**src/rtl/bos_pkg.sv**
```systemverilog
package bos_pkg;
  typedef enum logic [1:0] {
    OWN_FREE = 2'd0,
    OWN_HOST = 2'd1,
    OWN_EC   = 2'd2
  } owner_t;
endpackage

```
**src/rtl/bos_arbiter.sv**
```systemverilog
module bos_arbiter
  import bos_pkg::*;
#(
  parameter int W       = 8,
  parameter int REQ_BIT = 4,
  parameter int REL_BIT = 5
) (
  input  logic         clk,
  input  logic         rst_n,
  input  logic         wr_i,
  input  logic [W-1:0] wdata_i,
  input  logic         ec_req_i,
  input  logic         ec_rel_i,
  output owner_t       owner_o
);
  owner_t owner_q, owner_d;
  logic   host_req, host_rel;

  always_comb begin
    host_req = wr_i & wdata_i[REQ_BIT] & ~wdata_i[REL_BIT];
    host_rel = wr_i & wdata_i[REL_BIT];
    owner_d  = owner_q;
    unique case (owner_q)
      OWN_FREE: begin
        if (ec_req_i)      owner_d = OWN_EC;
        else if (host_req) owner_d = OWN_HOST;
      end
      OWN_HOST: if (host_rel) owner_d = OWN_FREE;
      OWN_EC:   if (ec_rel_i) owner_d = OWN_FREE;
      default:  owner_d = OWN_FREE;
    endcase
  end

  always_ff @(posedge clk) begin
    if (!rst_n) owner_q <= OWN_FREE;
    else        owner_q <= owner_d;
  end

  assign owner_o = owner_q;
endmodule

```
**src/rtl/bos_ctrl_reg.sv**
```systemverilog
module bos_ctrl_reg #(
  parameter int         W         = 8,
  parameter int         REQ_BIT   = 4,
  parameter int         REL_BIT   = 5,
  parameter logic [W-1:0] RST_VAL = '0
) (
  input  logic         clk,
  input  logic         rst_n,
  input  logic         wr_i,
  input  logic [W-1:0] wdata_i,
  input  logic         host_owns_i,
  output logic [W-1:0] rdata_o
);
  for (genvar b = 0; b < W; b++) begin : g_bit
    if (b == REQ_BIT) begin : g_req
      assign rdata_o[b] = host_owns_i;
    end else if (b == REL_BIT) begin : g_rel
      assign rdata_o[b] = 1'b0;
    end else begin : g_plain
      logic bit_q;
      always_ff @(posedge clk) begin
        if (!rst_n)    bit_q <= RST_VAL[b];
        else if (wr_i) bit_q <= wdata_i[b];
      end
      assign rdata_o[b] = bit_q;
    end
  end
endmodule

```
**src/rtl/bus_own_sema.sv**
```systemverilog
module bus_own_sema
  import bos_pkg::*;
#(
  parameter int W       = 8,
  parameter int REQ_BIT = 4,
  parameter int REL_BIT = 5
) (
  input  logic         clk,
  input  logic         rst_n,
  input  logic         reg_wr_i,
  input  logic [W-1:0] reg_wdata_i,
  output logic [W-1:0] reg_rdata_o,
  input  logic         ec_req_i,
  input  logic         ec_rel_i,
  output logic         host_owns_o,
  output logic         ec_owns_o
);
  owner_t owner;

  bos_arbiter #(.W(W), .REQ_BIT(REQ_BIT), .REL_BIT(REL_BIT)) u_arb (
    .clk(clk), .rst_n(rst_n), .wr_i(reg_wr_i), .wdata_i(reg_wdata_i),
    .ec_req_i(ec_req_i), .ec_rel_i(ec_rel_i), .owner_o(owner)
  );

  assign host_owns_o = (owner == OWN_HOST);
  assign ec_owns_o   = (owner == OWN_EC);

  bos_ctrl_reg #(.W(W), .REQ_BIT(REQ_BIT), .REL_BIT(REL_BIT)) u_reg (
    .clk(clk), .rst_n(rst_n), .wr_i(reg_wr_i), .wdata_i(reg_wdata_i),
    .host_owns_i(host_owns_o), .rdata_o(reg_rdata_o)
  );
endmodule

```
**config.mk**
```make
export PLATFORM = sky130hd
export DESIGN_NAME = bus_own_sema
export DESIGN_NICKNAME = d
export VERILOG_FILES = /design/src/rtl/bos_pkg.sv /design/src/rtl/bos_arbiter.sv /design/src/rtl/bos_ctrl_reg.sv /design/src/rtl/bus_own_sema.sv
export SDC_FILE = /design/constraint.sdc
export NUM_CORES = 1
export LEC_CHECK = 0
export BUFFER_PORTS_ARGS = -buffer_cell sky130_fd_sc_hd__clkbuf_2
export CORE_AREA = 5 5 42 44
export CTS_BUF_LIST = sky130_fd_sc_hd__clkbuf_8
export CTS_CLUSTER_DIAMETER = 50
export DETAILED_ROUTE_END_ITERATION = 10
export DIE_AREA = 0 0 47 49
export PLACE_DENSITY = 0.57
export SETUP_SLACK_MARGIN = 0.1
export SLEW_MARGIN = 15
export SYNTH_ARGS = -nofsm -noshare
export SYNTH_HDL_FRONTEND = slang
export SYNTH_SLANG_ARGS = --single-unit
export TNS_END_PERCENT = 20
```
**constraint.sdc**
```tcl
create_clock -name clk -period 1.8 [get_ports clk]
set_clock_uncertainty 0.05 [all_clocks]
set_input_delay 0.36 -clock clk [delete_from_list [all_inputs] [get_ports clk]]
set_output_delay 0.36 -clock clk [all_outputs]
set_load 0.1 [all_outputs]
```
Yosys cells after proc, flatten, opt, wreduce, memory -nomap -nowiden:

Cells that the tools add are included.

* eq/ne operators: 5
* bitwise gates (word level): 4
* muxes and demuxes: 5
* reduce and logical (&&, ||, !) cells: 2

Operators with widths (number)
* 2-bit 2-to-1 mux: 4
* 2-bit case mux with 3 select lines: 1
* 1-bit bitwise AND: 3
* 3-bit by 2-bit inequality test with 1-bit output (second input constant): 1
* 3-bit AND reduction: 1
* 2-bit by 1-bit equality test with 1-bit output (second input constant): 1
* 2-bit equality test (second input constant): 1
* 2-bit logical NOT: 1
* 2-bit by 1-bit inequality test with 1-bit output (second input constant): 1
* 2-bit inequality test (second input constant): 1
* 1-bit NOT: 1

* output and inout bits: 10
* bits in registers: 8
* word-level logic and storage cells: 23
* bits of input ports: 13

Depth between registers and ports, before layout:

* depth after elaboration: 5
* gate-level depth with buffers: 3
* mapped depth without buffers: 2

Cells and area by module:

From an unflattened synthesis, not the netlist that was laid out.

* cells, all modules: 39
* area, all modules: 404.1 um2

Modules (own cells, without submodules)
* bos_ctrl_reg: times used 1, seq. area each 120.1 um2, area each 292.8 um2, cells an instance 28
* bos_arbiter: times used 1, seq. area each 40.0 um2, area each 96.3 um2, cells an instance 9
* bus_own_sema: times used 1, seq. area each 0.0 um2, area each 15.0 um2, cells an instance 2

Worst setup path before layout:

No wires, ideal clock.

* kind: reg-to-output
* start: register u_arb.owner_q[0], in the netlist u_arb.owner_o[0]
* end: output port reg_rdata_o[4]
* path buffers: 1
* cell stages (with the launch flop): 4
* setup slack: -755 ps
* data arrival time: 2145 ps
* data required time: 1390 ps
* cells stage by stage: dfxtp_1 inv_1 nor2_1 buf_4

* cells in the longest elaborated chain, start to end: 1

Ends and longest elaborated chain
* start, declared: line bos_arbiter.sv:16 `owner_t owner_q, owner_d;`
* start signal, assigned: line bos_arbiter.sv:36 `else owner_q <= owner_d;`
* 2-bit by 1-bit equality test with 1-bit output: line bus_own_sema.sv:25 `assign host_owns_o = (owner == OWN_HOST);`
* end, declared: line bus_own_sema.sv:12 `output logic [W-1:0] reg_rdata_o,`

Every way passes these cells.

Worst setup path in the final report:

* start: register u_arb.owner_q[0], in the netlist u_arb.owner_o[0]
* end: output port host_owns_o

* cells in the longest elaborated chain, start to end: 1

Ends and longest elaborated chain
* 2-bit by 1-bit equality test with 1-bit output: line bus_own_sema.sv:25
* end, declared: line bus_own_sema.sv:15 `output logic host_owns_o,`

Every way passes these cells.

==> run metrics <==
slowest stage delay, CP=~460 ps; Most used DFF post-synth=dfxtp_1; Post-synth EDFFs=0; Crit-path slowest cell=clkbuf_2; number of antenna violations at the first check in global routing=0; IO Pins=23; CTS root buffer=clkbuf_8; FFs w/ async S/R, synth=0; post-route cell area=around 510 sq um; Critical Setup Path Class=reg -> out; CP arrival=1200 ps; Hold Vio Cnt, Final=0; Post-synth top cells=nor2b_1 (9), buf_4 (8), dfxtp_1 (8), mux2i_1 (6); Post-Syn Nets=between 50 and 60; Final setup viols=0; dpl cell area=471.7 sq um; sequential area share after synthesis=0.3902; DR WL/cell=about 10 um; vias in the first global route=269; CTS tree=done; Final GP Congestion=around 0.64; Period minus WS final=roughly 1600 ps; global-route wire length before repair=between 1000 and 1500 um; WP data required=between 1000 and 1500 ps; CTS H-Tree Depth=1; grt total ovfl=0; HP Class=in -> reg; Bufs and invs on worst path=2; Core Area=between 0.001 and 0.0015 sq mm; share of the synthesized area in the top cell type=0.3902; Max VDD drop=about 610 uV; Clock Latency Late Sink=around 220 ps; full die area=~0.0023 sq mm; Area growth, synth to finish=25.00%; Vias=around 290; Critical Path Start=u_arb.owner_o[0]$_SDFFE_PN0P_; reg2reg path depth=2; pins over their slew limit=0; PwrDens=1069 mW/mm^2; most frequent cell after synthesis=nor2b_1; yosys warns=0; Longest Clk Path Bufs=2; RSZ-0062 raised after global routing=no; crit path max fanout=3; largest net degree at the start of global routing=9; hold_buf cts=0; Synth area leaders=dfxtp_1 (39%), mux2i_1 (15%), buf_4 (15%), nor2b_1 (14%), nand3b_4 (4.9%); Slew headroom=0.6394; Detailed Route WL=approximately 710 um; slew at the pin with the worst max-slew slack=around 540 ps; syn_area_per_cell=10.52 sq um; register bit total from synthesis=8; Pleak=about 0.27 nW; synthesized area=410.4 sq um; vias per cell=~4; CTS sink count=8; Post-route DRC=0; Post-layout nets=69; crit path to=host_owns_o; Final Cycle Share=0.8955; Setup TNS Final=0 ps; diode count=0; DRT Pass-1 Iters=1; share of layout cells above drive strength 1=0.5185; Worst Setup Start Kind=register; post-detailed-route count of antenna-violating nets=0; post-CTS sizing=0; pre-CTS WS=between 400 and 500 ps; Synth cell types=12; Die W=approximately 47 um; setup slack, reg-to-reg=about 960 ps; achievable clock frequency=a little over 600 MHz; Starting Density=0.2929; hpwl dp=585.2 um; status=finished, final reports clean; row count=14; Clock transition at path regs=about 40 ps; maxcap violations=0; CP Depth=3; Post-CTS Setup Inserts=0; cell family with most CP delay=buffers and inverters; TritonCTS Buffers=3; FF-to-FF Start=u_arb.owner_o[1]$_SDFFE_PN0P_; gr usage total=0.07481; final worst setup slack=188.0 ps; Iter 0 DRT Violations=0; Syn Inst Count=39; input/output buffers=21; cells along the critical path=inv_1 > nor2_2 > clkbuf_2; area leader, netlist=dfxtp_1; Die H=slightly below 50 um; Fin Hold WS=about 280 ps; CP endpoint kind=primary output; worst r2r dst=u_arb.owner_o[1]$_SDFFE_PN0P_
[metrics by stage]
step | power [mW] | std cells | util
2_1_floorplan | 0.3313 | 39 | -
3_3_place_gp | 0.3451 | 67 | 0.3366
3_5_place_dp | 0.3462 | 67 | 0.3366
4_1_cts | 0.5593 | 70 | 0.3661
5_1_grt | 0.5760 | 70 | 0.3661
6_report | 0.5486 | 70 | 0.3661
[logic make-up (layout without fill, tap and decap cells)]
logic type / after synthesis / after routing / synth area share
AO/OA/AOI/OAI: 2 / 2 / 0.06097
buffers and inverters: 10 / 25 / 0.1829
flip-flops: 8 / 8 / 0.3902
multiplexers: 6 / 6 / 0.1463
other: 1 / 1 / 0.009138
AND/OR/NAND/NOR: 12 / 12 / 0.2104
[layer usage]
| layer | global-route usage | vias to the layer above | share of wire |
|---|---|---|---|
| met5 | 0 | - | 0 |
| met3 | 0.03321 | 2 | 0.11 |
| met1 | 0.09071 | 123 | 0.42 |
| met2 | 0.09955 | 13 | 0.46 |
| met4 | 0.05530 | 0 | 0.013 |
| li1 | - | 149 | - |
[worst min path at each step]
stage                                                     end  slack (ps)                                 startpoint  depth (start not counted)
floorplan                       u_arb.owner_o[0]$_SDFFE_PN0P_         400                             reg_wdata_i[5]                          1
global placement    u_reg.g_bit[1].g_plain.bit_q$_SDFFE_PN0P_         450  u_reg.g_bit[1].g_plain.bit_q$_SDFFE_PN0P_                          2
detailed placement  u_reg.g_bit[6].g_plain.bit_q$_SDFFE_PN0P_         460  u_reg.g_bit[6].g_plain.bit_q$_SDFFE_PN0P_                          2
CTS                             u_arb.owner_o[0]$_SDFFE_PN0P_         270                             reg_wdata_i[5]                          2
global route                    u_arb.owner_o[0]$_SDFFE_PN0P_         280                             reg_wdata_i[5]                          2
finish                          u_arb.owner_o[0]$_SDFFE_PN0P_         280                             reg_wdata_i[5]                          2
[flip-flops by register name, indices dropped and copies added, names as in the netlist]
register and count:
u_arb.owner_o 2, u_reg.g_bit.g_plain.bit_q 6
[worst register-to-register path, delay by kind of cell, from the launching register on]
kind	cells	cell delay (ps)
AO/OA/AOI/OAI	1	210
flip-flops	1	330
AND/OR/NAND/NOR	1	130
[power breakdown]
| group | total, mW | switching [mW] | internal [mW] |
|---|---|---|---|
| registers | 0.195 | 0.00591 | 0.189 |
| clock network | 0.207 | 0.0628 | 0.144 |
| logic | 0.147 | 0.112 | 0.0345 |
| total | 0.549 | 0.181 | 0.367 |
[layout by cell type (no fill, tap or decap), drive strengths merged]
cell / count
nor2: 1
buf: 1
conb: 1
dfxtp: 8
o211a: 1
nand2b: 1
a221oi: 1
nand3b: 1
mux2i: 6
clkbuf: 23
nor2b: 9
inv: 1
[cell type report]
type | count | area, sq um
well taps | 16 | 20.02
repair buffers | 21 | 107.6
multi-input cells | 21 | 180.2
inverters | 1 | 3.754
clock buffers | 3 | 41.29
flip-flops and latches | 8 | 160.2
fillers | 154 | 888.4
(Power assumes the default switching activity.)
